## config.mk

```make
export PLATFORM = sky130hd
export DESIGN_NAME = ramp_adc_seq
export DESIGN_NICKNAME = d
export VERILOG_FILES = /design/src/rtl/ramp_adc_pkg.sv /design/src/rtl/ramp_adc_ctrl.sv /design/src/rtl/ramp_adc_dp.sv /design/src/rtl/ramp_adc_seq.sv
export SDC_FILE = /design/constraint.sdc
export NUM_CORES = 1
export LEC_CHECK = 0
export BUFFER_PORTS_ARGS = -buffer_cell sky130_fd_sc_hd__buf_2
export CAP_MARGIN = 5
export CORE_ASPECT_RATIO = 1.5
export CORE_MARGIN = 2
export CORE_UTILIZATION = 55
export DETAILED_ROUTE_END_ITERATION = 7
export GPL_TIMING_DRIVEN = 0
export PLACE_DENSITY = 0.73
export SLEW_MARGIN = 5
export SYNTH_ARGS = -nofsm -noshare
export SYNTH_HDL_FRONTEND = slang
export SYNTH_HIERARCHICAL = 1
export SYNTH_SLANG_ARGS = --single-unit
```

## constraint.sdc

```tcl
create_clock -name clk -period 4.7 [get_ports clk]
set_clock_uncertainty 0.1 [all_clocks]
set_input_delay 0.47 -clock clk [delete_from_list [all_inputs] [get_ports clk]]
set_output_delay 0.47 -clock clk [all_outputs]
set_load 0.005 [all_outputs]
```

## src/rtl/ramp_adc_pkg.sv

```systemverilog
package ramp_adc_pkg;
  localparam int CODE_W = 10;

  typedef enum logic [2:0] {
    ST_IDLE, ST_RESET, ST_POWER_DOWN, ST_RAMP, ST_PUSH, ST_POWER_UP
  } seqState_t;

  typedef struct packed {
    logic              capture;
    logic              clear;
    logic              rampOn;
    logic              rampLast;
    logic [CODE_W-1:0] rampCode;
    logic              pushOn;
  } seqStrobe_t;
endpackage

```

## src/rtl/ramp_adc_ctrl.sv

```systemverilog
module ramp_adc_ctrl
  import ramp_adc_pkg::*;
#(
  parameter int NUM_CH = 8,
  parameter int CNT_W  = 8,
  localparam int CH_W  = (NUM_CH > 1) ? $clog2(NUM_CH) : 1
) (
  input  logic             clk,
  input  logic             rstN,
  input  logic             trainEnd,
  input  logic [CNT_W-1:0] rstCycles,
  input  logic [CNT_W-1:0] settleCycles,
  output seqStrobe_t       strb,
  output logic [CH_W-1:0]  pushIdx,
  output logic             fePowerOn,
  output logic             intReset,
  output logic             rampReset,
  output logic             rampRun
);
  localparam logic [CODE_W-1:0] CODE_MAX = '1;
  localparam logic [CH_W-1:0]   LAST_CH  = CH_W'(NUM_CH - 1);

  seqState_t         state;
  logic [CNT_W-1:0]  waitCnt;
  logic [CODE_W-1:0] rampCnt;
  logic [CH_W-1:0]   pushPtr;
  logic              upPhase;
  logic [CNT_W-1:0]  rstLen, setLen;
  logic              rstDone, setDone;

  assign rstLen  = (rstCycles == '0) ? CNT_W'(1) : rstCycles;
  assign setLen  = (settleCycles == '0) ? CNT_W'(1) : settleCycles;
  assign rstDone = (waitCnt >= rstLen - CNT_W'(1));
  assign setDone = (waitCnt >= setLen - CNT_W'(1));

  always_ff @(posedge clk or negedge rstN) begin
    if (!rstN) begin
      state   <= ST_IDLE;
      waitCnt <= '0;
      rampCnt <= '0;
      pushPtr <= '0;
      upPhase <= 1'b0;
    end else begin
      unique case (state)
        ST_IDLE: if (trainEnd) begin
          state   <= ST_RESET;
          waitCnt <= '0;
        end
        ST_RESET: if (rstDone) begin
          state   <= ST_POWER_DOWN;
          waitCnt <= '0;
        end else waitCnt <= waitCnt + CNT_W'(1);
        ST_POWER_DOWN: if (setDone) begin
          state   <= ST_RAMP;
          rampCnt <= '0;
        end else waitCnt <= waitCnt + CNT_W'(1);
        ST_RAMP: if (rampCnt == CODE_MAX) begin
          state   <= ST_PUSH;
          pushPtr <= '0;
        end else rampCnt <= rampCnt + CODE_W'(1);
        ST_PUSH: if (pushPtr == LAST_CH) begin
          state   <= ST_POWER_UP;
          waitCnt <= '0;
          upPhase <= 1'b0;
        end else pushPtr <= pushPtr + CH_W'(1);
        ST_POWER_UP: if (!upPhase) begin
          if (setDone) begin
            upPhase <= 1'b1;
            waitCnt <= '0;
          end else waitCnt <= waitCnt + CNT_W'(1);
        end else if (rstDone) state <= ST_IDLE;
        else waitCnt <= waitCnt + CNT_W'(1);
        default: state <= ST_IDLE;
      endcase
    end
  end

  always_comb begin
    strb.capture  = (state == ST_IDLE) && trainEnd;
    strb.clear    = (state == ST_POWER_DOWN);
    strb.rampOn   = (state == ST_RAMP);
    strb.rampLast = (state == ST_RAMP) && (rampCnt == CODE_MAX);
    strb.rampCode = rampCnt;
    strb.pushOn   = (state == ST_PUSH);
  end

  assign pushIdx   = pushPtr;
  assign fePowerOn = !(state inside {ST_POWER_DOWN, ST_RAMP, ST_PUSH});
  assign intReset  = (state == ST_RESET) || ((state == ST_POWER_UP) && upPhase);
  assign rampReset = (state == ST_RESET) || (state == ST_POWER_DOWN);
  assign rampRun   = (state == ST_RAMP);

  AST_RST_BEFORE_OFF: assert property (@(posedge clk) disable iff (!rstN)
    $fell(fePowerOn) |-> $past(intReset));
  AST_NO_RST_UNPOWERED: assert property (@(posedge clk) disable iff (!rstN)
    intReset |-> fePowerOn);
  AST_RAMP_FULL: assert property (@(posedge clk) disable iff (!rstN)
    $fell(rampRun) |-> ($past(rampCnt) == CODE_MAX));
  AST_BUSY_IGNORES: assert property (@(posedge clk) disable iff (!rstN)
    (state != ST_IDLE && state != ST_RESET) |=> (state != ST_RESET));
endmodule

```

## src/rtl/ramp_adc_dp.sv

```systemverilog
module ramp_adc_dp
  import ramp_adc_pkg::*;
#(
  parameter int NUM_CH = 8,
  localparam int CH_W   = (NUM_CH > 1) ? $clog2(NUM_CH) : 1,
  localparam int WORD_W = CH_W + 1 + CODE_W
) (
  input  logic              clk,
  input  logic              rstN,
  input  seqStrobe_t        strb,
  input  logic [CH_W-1:0]   pushIdx,
  input  logic [NUM_CH-1:0] trigIn,
  input  logic [NUM_CH-1:0] cmpIn,
  output logic              bufWrEn,
  output logic [WORD_W-1:0] bufData
);
  localparam logic [CODE_W-1:0] CODE_MAX = '1;

  logic [CODE_W-1:0] codeR [NUM_CH];
  logic [NUM_CH-1:0] ovfR, doneR, cmpQ, trigQ;

  for (genvar i = 0; i < NUM_CH; i++) begin : g_ch
    always_ff @(posedge clk or negedge rstN) begin
      if (!rstN) begin
        codeR[i] <= '0;
        ovfR[i]  <= 1'b0;
        doneR[i] <= 1'b0;
        cmpQ[i]  <= 1'b0;
      end else if (strb.clear) begin
        codeR[i] <= '0;
        ovfR[i]  <= 1'b0;
        doneR[i] <= 1'b0;
        cmpQ[i]  <= 1'b0;
      end else if (strb.rampOn) begin
        cmpQ[i] <= cmpIn[i];
        if (!doneR[i] && cmpIn[i] && !cmpQ[i]) begin
          codeR[i] <= strb.rampCode;
          doneR[i] <= 1'b1;
        end else if (!doneR[i] && strb.rampLast) begin
          codeR[i] <= CODE_MAX;
          ovfR[i]  <= 1'b1;
          doneR[i] <= 1'b1;
        end
      end
    end

    AST_FIRST_EDGE_HOLDS: assert property (@(posedge clk) disable iff (!rstN)
      (strb.rampOn && doneR[i]) |=> $stable(codeR[i]));
    AST_OVF_FULL_SCALE: assert property (@(posedge clk) disable iff (!rstN)
      ovfR[i] |-> (codeR[i] == CODE_MAX));
  end

  always_ff @(posedge clk or negedge rstN) begin
    if (!rstN) trigQ <= '0;
    else if (strb.capture) trigQ <= trigIn;
  end

  always_ff @(posedge clk or negedge rstN) begin
    if (!rstN) begin
      bufWrEn <= 1'b0;
      bufData <= '0;
    end else begin
      bufWrEn <= strb.pushOn && trigQ[pushIdx];
      bufData <= {pushIdx, ovfR[pushIdx], codeR[pushIdx]};
    end
  end

  AST_PUSH_ONLY_TRIG: assert property (@(posedge clk) disable iff (!rstN)
    (strb.pushOn && !trigQ[pushIdx]) |=> !bufWrEn);
  AST_WRITE_IN_PUSH: assert property (@(posedge clk) disable iff (!rstN)
    bufWrEn |-> $past(strb.pushOn));
endmodule

```

## src/rtl/ramp_adc_seq.sv

```systemverilog
module ramp_adc_seq
  import ramp_adc_pkg::*;
#(
  parameter int NUM_CH = 8,
  parameter int CNT_W  = 8,
  localparam int CH_W   = (NUM_CH > 1) ? $clog2(NUM_CH) : 1,
  localparam int WORD_W = CH_W + 1 + CODE_W
) (
  input  logic              clk,
  input  logic              rstN,
  input  logic              trainEnd,
  input  logic [NUM_CH-1:0] trigIn,
  input  logic [NUM_CH-1:0] cmpIn,
  input  logic [CNT_W-1:0]  rstCycles,
  input  logic [CNT_W-1:0]  settleCycles,
  output logic              fePowerOn,
  output logic              intReset,
  output logic              rampReset,
  output logic              rampRun,
  output logic              bufWrEn,
  output logic [WORD_W-1:0] bufData
);
  seqStrobe_t      strb;
  logic [CH_W-1:0] pushIdx;

  ramp_adc_ctrl #(.NUM_CH(NUM_CH), .CNT_W(CNT_W)) u_ctrl (
    .clk(clk), .rstN(rstN), .trainEnd(trainEnd),
    .rstCycles(rstCycles), .settleCycles(settleCycles),
    .strb(strb), .pushIdx(pushIdx),
    .fePowerOn(fePowerOn), .intReset(intReset),
    .rampReset(rampReset), .rampRun(rampRun)
  );

  ramp_adc_dp #(.NUM_CH(NUM_CH)) u_dp (
    .clk(clk), .rstN(rstN), .strb(strb), .pushIdx(pushIdx),
    .trigIn(trigIn), .cmpIn(cmpIn),
    .bufWrEn(bufWrEn), .bufData(bufData)
  );
endmodule

```

**Word-level counts from Yosys, hierarchy flattened**

Index checks and enable logic that the tools add are counted.

- Register bits after elaboration: 152
- Word-level logic and storage cells: 307
- Output and inout bits: 19

- $add $sub $neg: 5
- Mux-type cells: 139
- Equality and inequality tests: 26
- Magnitude comparators: 4
- Reduce and logical (&&, ||, !) cells: 92
- Bitwise operators: 1

Operators with widths:

| operator | count |
|---|---|
| 10-bit two-way mux | 36 |
| 1-bit two-way mux | 77 |
| 8-bit two-way mux | 9 |
| 8-bit case mux with 5 select lines | 1 |
| 10-bit binary-select mux with 3-bit select | 1 |
| 3-bit AND reduction | 10 |
| 1-bit logical AND | 28 |
| 3-bit two-way mux | 9 |
| 3-bit nonzero test | 9 |
| 2-bit inequality test (second input constant) | 13 |
| 2-bit nonzero test | 11 |
| 10-bit case mux with 2 select lines | 1 |
| 3-bit case mux with 6 select lines | 1 |
| 2-bit AND reduction | 9 |
| 1-bit zero test | 17 |
| 8-bit >= comparator | 2 |
| 8-bit zero test | 2 |
| 8-bit by 1-bit subtractor with 8-bit output (second input constant) | 2 |
| 10-bit by 1-bit adder with 10-bit output (second input constant) | 1 |
| 10-bit == test (second input constant) | 1 |
| 2-bit by 1-bit inequality test with 1-bit output (second input constant) | 5 |
| 3-bit == test (second input constant) | 3 |
| 8-bit by 1-bit adder with 8-bit output (second input constant) | 1 |
| 7-bit AND reduction | 1 |
| other kinds (14) | 17 |

**Depth between registers and ports, before layout**

- Depth in word-level cells: 7
- Mapped depth: 16
- Mapped depth without buffers: 15

**Cells and area by module**

The synthesis kept the hierarchy.

Modules (own cells, without submodules):

| module | area each (sq um) | times used | sequential area each (sq um) | cells each |
|---|---|---|---|---|
| ramp_adc_dp | 6,190.9 | 1 | 3,178.0 | 568 |
| ramp_adc_ctrl | 2,127.0 | 1 | 625.6 | 245 |

**Least setup slack after synthesis**

OpenSTA, ideal clock, no wires.

- Path type: in2reg
- Start point: in settleCycles[2]
- End point: reg u_ctrl.waitCnt[3]
- Stages on the path: 13
- Arrival time: 3,222 ps
- Path buffers: 1
- Required time: 4,474 ps
- Setup slack: 1,252 ps
- Cells stage by stage: or4_1 > nor4_1 > nor2_1 > ha_1 > xnor2_1 > ha_1 > and3_1 > o21ai_1 > a31o_1 > a21oi_2 > or2_0 > buf_2 > a221o_1

- Word-level cells in the longest chain between the ends: 7

Ends and longest elaborated chain:

| what | line | RTL |
|---|---|---|
| start: declaration | ramp_adc_seq.sv:15 | `input logic [CNT_W-1:0] settleCycles,` |
| 8-bit zero test | ramp_adc_ctrl.sv:32 | `assign setLen = (settleCycles == '0) ? CNT_W'(1) : settleCycles;` |
| 8-bit two-way mux (*) | ramp_adc_ctrl.sv:32 |  |
| 8-bit by 1-bit subtractor with 8-bit output (*) | ramp_adc_ctrl.sv:34 | `assign setDone = (waitCnt >= setLen - CNT_W'(1));` |
| 8-bit >= comparator (*) | ramp_adc_ctrl.sv:34 |  |
| 8-bit two-way mux | ramp_adc_ctrl.sv:67 | `if (setDone) begin` |
| 8-bit two-way mux | ramp_adc_ctrl.sv:66 | `ST_POWER_UP: if (!upPhase) begin` |
| 8-bit case mux with 5 select lines | ramp_adc_ctrl.sv:44 | `unique case (state)` |
| end signal: assignment | ramp_adc_ctrl.sv:52 | `end else waitCnt <= waitCnt + CNT_W'(1);` |
| end signal: assignment | ramp_adc_ctrl.sv:70 | `end else waitCnt <= waitCnt + CNT_W'(1);` |
| end signal: assignment | ramp_adc_ctrl.sv:72 | `else waitCnt <= waitCnt + CNT_W'(1);` |
| end: declaration | ramp_adc_ctrl.sv:24 | `logic [CNT_W-1:0] waitCnt;` |

Mark *: on every way between the ends. The rest lies on a longest branch, timed or not.
A chain may end at the register's enable or synchronous reset.

**Worst setup path in the final report**

- Start point: in rstCycles[2]
- End point: reg u_ctrl.waitCnt[2]

- Word-level cells in the longest chain between the ends: 6

Ends and longest elaborated chain:

| what | line | RTL |
|---|---|---|
| start: declaration | ramp_adc_seq.sv:14 | `input logic [CNT_W-1:0] rstCycles,` |
| 8-bit zero test | ramp_adc_ctrl.sv:31 | `assign rstLen = (rstCycles == '0) ? CNT_W'(1) : rstCycles;` |
| 8-bit two-way mux (*) | ramp_adc_ctrl.sv:31 |  |
| 8-bit by 1-bit subtractor with 8-bit output (*) | ramp_adc_ctrl.sv:33 | `assign rstDone = (waitCnt >= rstLen - CNT_W'(1));` |
| 8-bit >= comparator (*) | ramp_adc_ctrl.sv:33 |  |
| 3-bit inequality test (no source line) / 8-bit two-way mux (equally long branches) | - |  |
| 5-bit AND reduction (no source line) / 8-bit case mux with 5 select lines (equally long branches) | - |  |
| end signal: assignment | ramp_adc_ctrl.sv:52 |  |
| end signal: assignment | ramp_adc_ctrl.sv:56 | `end else waitCnt <= waitCnt + CNT_W'(1);` |
| end signal: assignment | ramp_adc_ctrl.sv:70 |  |

Marked as above.

==> results by group <==
Setup path
  • Crit path required time: approximately 4.9 ns
  • Cells along the critical path: buf_2 -> nor4_1 -> nand2_1 -> o21ai_0 -> inv_1 -> ha_1 -> nand2_1 -> nor3_1 -> xnor2_1 -> ha_1 -> nand4_1 -> o311ai_1 -> a21o_4 -> a211oi_4 -> a311o_1
  • Reg-to-reg slack, setup: 1.46 ns
  • Cell with the largest stage delay on the worst path: nor4_1
  • Critical path startpoint category: input port
  • WS Path Type: input port to flip-flop
  • Worst Path Arrival: between 3 and 4 ns
  • Crit-path max FO: 8
  • Critical Path End Type: flip-flop
  • Crit-path max cell delay: approximately 0.45 ns

Cells and area
  • NumNets Final: about 940
  • Cell area after layout: 9490 um2
  • Share of cells above drive strength 1: between 10% and 20%
  • ANT cells: 0
  • Filler Cell Count: approximately 1,200
  • Multi-input gate area: 3720 um2
  • Sequential cell area: between 3000 and 4000 um2
  • Non-Filler Instances: 1,099
  • Area grow syn2layout: 14.1%

Synthesis
  • XOR/XNOR Fraction of Synth Area: less than 1%
  • Sequential area share after synthesis: around 46%
  • Avg Cell Area, Syn: around 10 um2
  • Distinct cell type count after synthesis: 63
  • Most frequent cell after synthesis: dfrtp_1
  • Post-synthesis simple-gate area fraction: roughly 7.6%
  • Post-Synth Adder-Cell Area: under 10%
  • Top cells by count, synth: dfrtp_1, inv_1, a31oi_1, o41ai_1, clkbuf_1
  • Yosys top cell area share: between 40% and 50%
  • Async SR Flop Fraction: 100%
  • Yosys warning total: 6
  • Most area-consuming cells after synthesis: dfrtp_1, o41ai_1, a31oi_1, mux4_2, inv_1
  • Post-synth top area cell: dfrtp_1
  • Syn Nets: slightly below 900
  • Cell Area, Synth: around 8300 um2
  • Largest family of logic cells by synthesized area: compound AO/OA/AOI/OAI gates
  • Mux cell area share after synthesis: 9.10%
  • Post-synthesis register bit count: 152
  • Main synth FF type: dfrtp_1
  • Cells after synthesis: roughly 810
  • Complex-gate fraction of the synthesized area: 23.8%
  • EDFF count, synth: 0

Global route
  • Initial antenna violation count: 0
  • Overflow left after global routing: 0
  • Largest net degree at the start of global routing: between 100 and 150
  • Total track usage: ~30%
  • First-pass GRT wire length: between 30,000 and 40,000 um
  • Vias in the first global route: 7,198

Run
  • Max cap viols: 0

Timing
  • Slew @ Worst Pin: between 0.6 and 0.7 ns
  • Fin. max-slew vios: 0
  • Final min period: roughly 3.5 ns
  • Final Hold Violating Endpoints: 0
  • Slew Limit Headroom: between 50% and 60%
  • RSZ-0062 raised after global routing: no
  • Sum Neg Setup Slack: 0 ns
  • Final setup violation count: 0
  • Achievable clock frequency: approximately 280 MHz
  • Period utilization: between 70% and 80%

CTS
  • TritonCTS clock tree: yes
  • Resize count post-CTS: 0
  • Clk_lat worst skew: between 0.4 and 0.5 ns
  • Num CTS Buffers: 17
  • Post-CTS setup buffer count: 0
  • Root Buffer Master: clkbuf_16
  • CTS clk-pin slew, worst paths: approximately 0.060 ns
  • H-tree lvl count: 4
  • Num Clock Sinks: roughly 150
  • Maximum clock path buffer count: 2
  • Hold buffer count at cts: 1

Place
  • GPL Wtd Cong: 0.916
  • Post-DP Area: slightly below 9000 um2
  • Post-DP HPWL: around 16,000 um
  • Placed cells: around 1,100
  • I/O Buffers: between 50 and 60

Die
  • Starting density of the core: a little under three fifths
  • DIE HEIGHT: between 150 and 200 um
  • Core region area: around 15,000 um2
  • Num rows: 55
  • Die Area: about 16,000 um2
  • Die X: 104 um
  • IO Pins: between 50 and 60

Routing
  • DR iter-0 viols: 591
  • Routed via count: between 7,000 and 8,000
  • Initial DRT Pass Iterations: 5
  • Antenna Nets Post-Route: 0
  • Avg Vias per Cell: between 6 and 7
  • DRC viols: 0
  • Routed Wire Length: roughly 23,000 um
  • Avg WL per Cell: between 20 and 25 um

Power
  • Power Dens Cells: 693 nW/um2
  • Leakage: 4.16 nW
  • Worst vdd ir: ~340 uV

Min path
  • Hold Crit Class: input port to flip-flop

Run status
  • Status: completed
-- state kept, by name, summed over array words and instances (netlist names) --
signal,cells
u_dp/bufData,14
u_dp/trigQ,8
u_ctrl/rampCnt,10
u_ctrl/state,3
u_ctrl/waitCnt,8
u_dp/doneR,8
u_ctrl/upPhase,1
u_dp/codeR,80
u_ctrl/pushIdx,3
u_dp/bufWrEn,1
u_dp/ovfR,8
u_dp/cmpQ,8
-- report_power, final --
group / switching [W] / internal [W] / total [W]
Combinational: 0.00186 / 0.00116 / 0.00302
Sequential: 0.000278 / 0.00186 / 0.00214
Clock: 0.000563 / 0.000856 / 0.00142
Total: 0.00270 / 0.00387 / 0.00658
-- final cells by class --
class / count / share of cell area (%)
plain buffers: 81 / 4.10
inverters: 107 / 4.26
flip-flops and latches: 152 / 40.1
repair buffers: 55 / 3.30
multi-input cells: 473 / 39.2
clock buffers: 19 / 4.67
well taps: 199 / 2.62
clock inverters: 13 / 1.79
-- cells by family (layout without fill, tap and decap cells) --
group | count (synthesis) | after routing
AND/OR/NAND/NOR | 127 | 127
adder cells (fa/ha/maj) | 22 | 22
multiplexers | 45 | 45
buffers and inverters | 188 | 275
AO/OA/AOI/OAI | 270 | 270
flip-flops | 152 | 152
XOR/XNOR | 9 | 9
-- per-stage QoR --
stage / setup slack [ns] / power, W / hold WS (ns) / util [%]
final: 1.18 / 0.00658 / 0.175 / 63.6
after global routing: 0.870 / 0.00697 / 0.171 / 63.6
after CTS: 1.21 / 0.00652 / 0.169 / 63.6
after detailed placement: 0.769 / 0.00508 / 0.262 / 59.4
after global placement: 0.781 / 0.00499 / 0.317 / 59.1
after floorplan: 1.25 / 0.00421 / 0.0744 / -
-- critical path: cells and delay by family --
kind | cells | cell delay (ns)
AND/OR/NAND/NOR | 5 | 0.88
XOR/XNOR | 1 | 0.12
buffers and inverters | 2 | 0.26
adder cells (fa/ha/maj) | 2 | 0.52
AO/OA/AOI/OAI | 5 | 1.46
-- final timing paths --
kind                                               start                             to  cells past startpoint
setup / recovery                            rstCycles[2]  u_ctrl/waitCnt[2]$_DFFE_PN0P_                     15
hold / removal                                 trigIn[7]      u_dp/trigQ[7]$_DFFE_PN0P_                      2
setup reg to reg           u_ctrl/rampCnt[0]$_DFFE_PN0P_      u_dp/codeR[4]$_DFFE_PN0P_                      8
hold reg to reg            u_ctrl/pushIdx[1]$_DFFE_PN0P_     u_dp/bufData[12]$_DFF_PN0_                      0
max in group asynchronous                           rstN      u_dp/doneR[6]$_DFFE_PN0P_                      3
min in group asynchronous                           rstN  u_ctrl/rampCnt[8]$_DFFE_PN0P_                      2
-- placed cells by master (no fill, tap or decap), drive strengths merged, types with 3 or more instances in the layout --
| master | n |
|---|---|
| mux2i | 10 |
| ha | 22 |
| clkbuf | 64 |
| nand2 | 35 |
| xor2 | 3 |
| buf | 90 |
| nand3 | 8 |
| inv | 110 |
| bufinv | 3 |
| o31ai | 3 |
| a21oi | 33 |
| nor2 | 34 |
| clkinv | 4 |
| a211o | 9 |
| xnor2 | 6 |
| nor2b | 3 |
| clkinvlp | 3 |
| o21ai | 24 |
| dfrtp | 152 |
| o41ai | 81 |
| o21a | 6 |
| mux4 | 23 |
| mux2 | 12 |
| nand2b | 15 |
| a31oi | 90 |
| or2 | 4 |
| or3 | 6 |
| a221o | 5 |
| nor3 | 8 |
-- layer usage --
layer,global-route usage [%],vias to the layer above,share of wire [%]
li1,-,3173,-
met1,34.5,3470,38
met2,49.9,337,50
met3,5.14,76,6.0
met4,17.7,0,5.9
met5,0,-,0
Note: power is estimated with default switching activity, not from simulation.
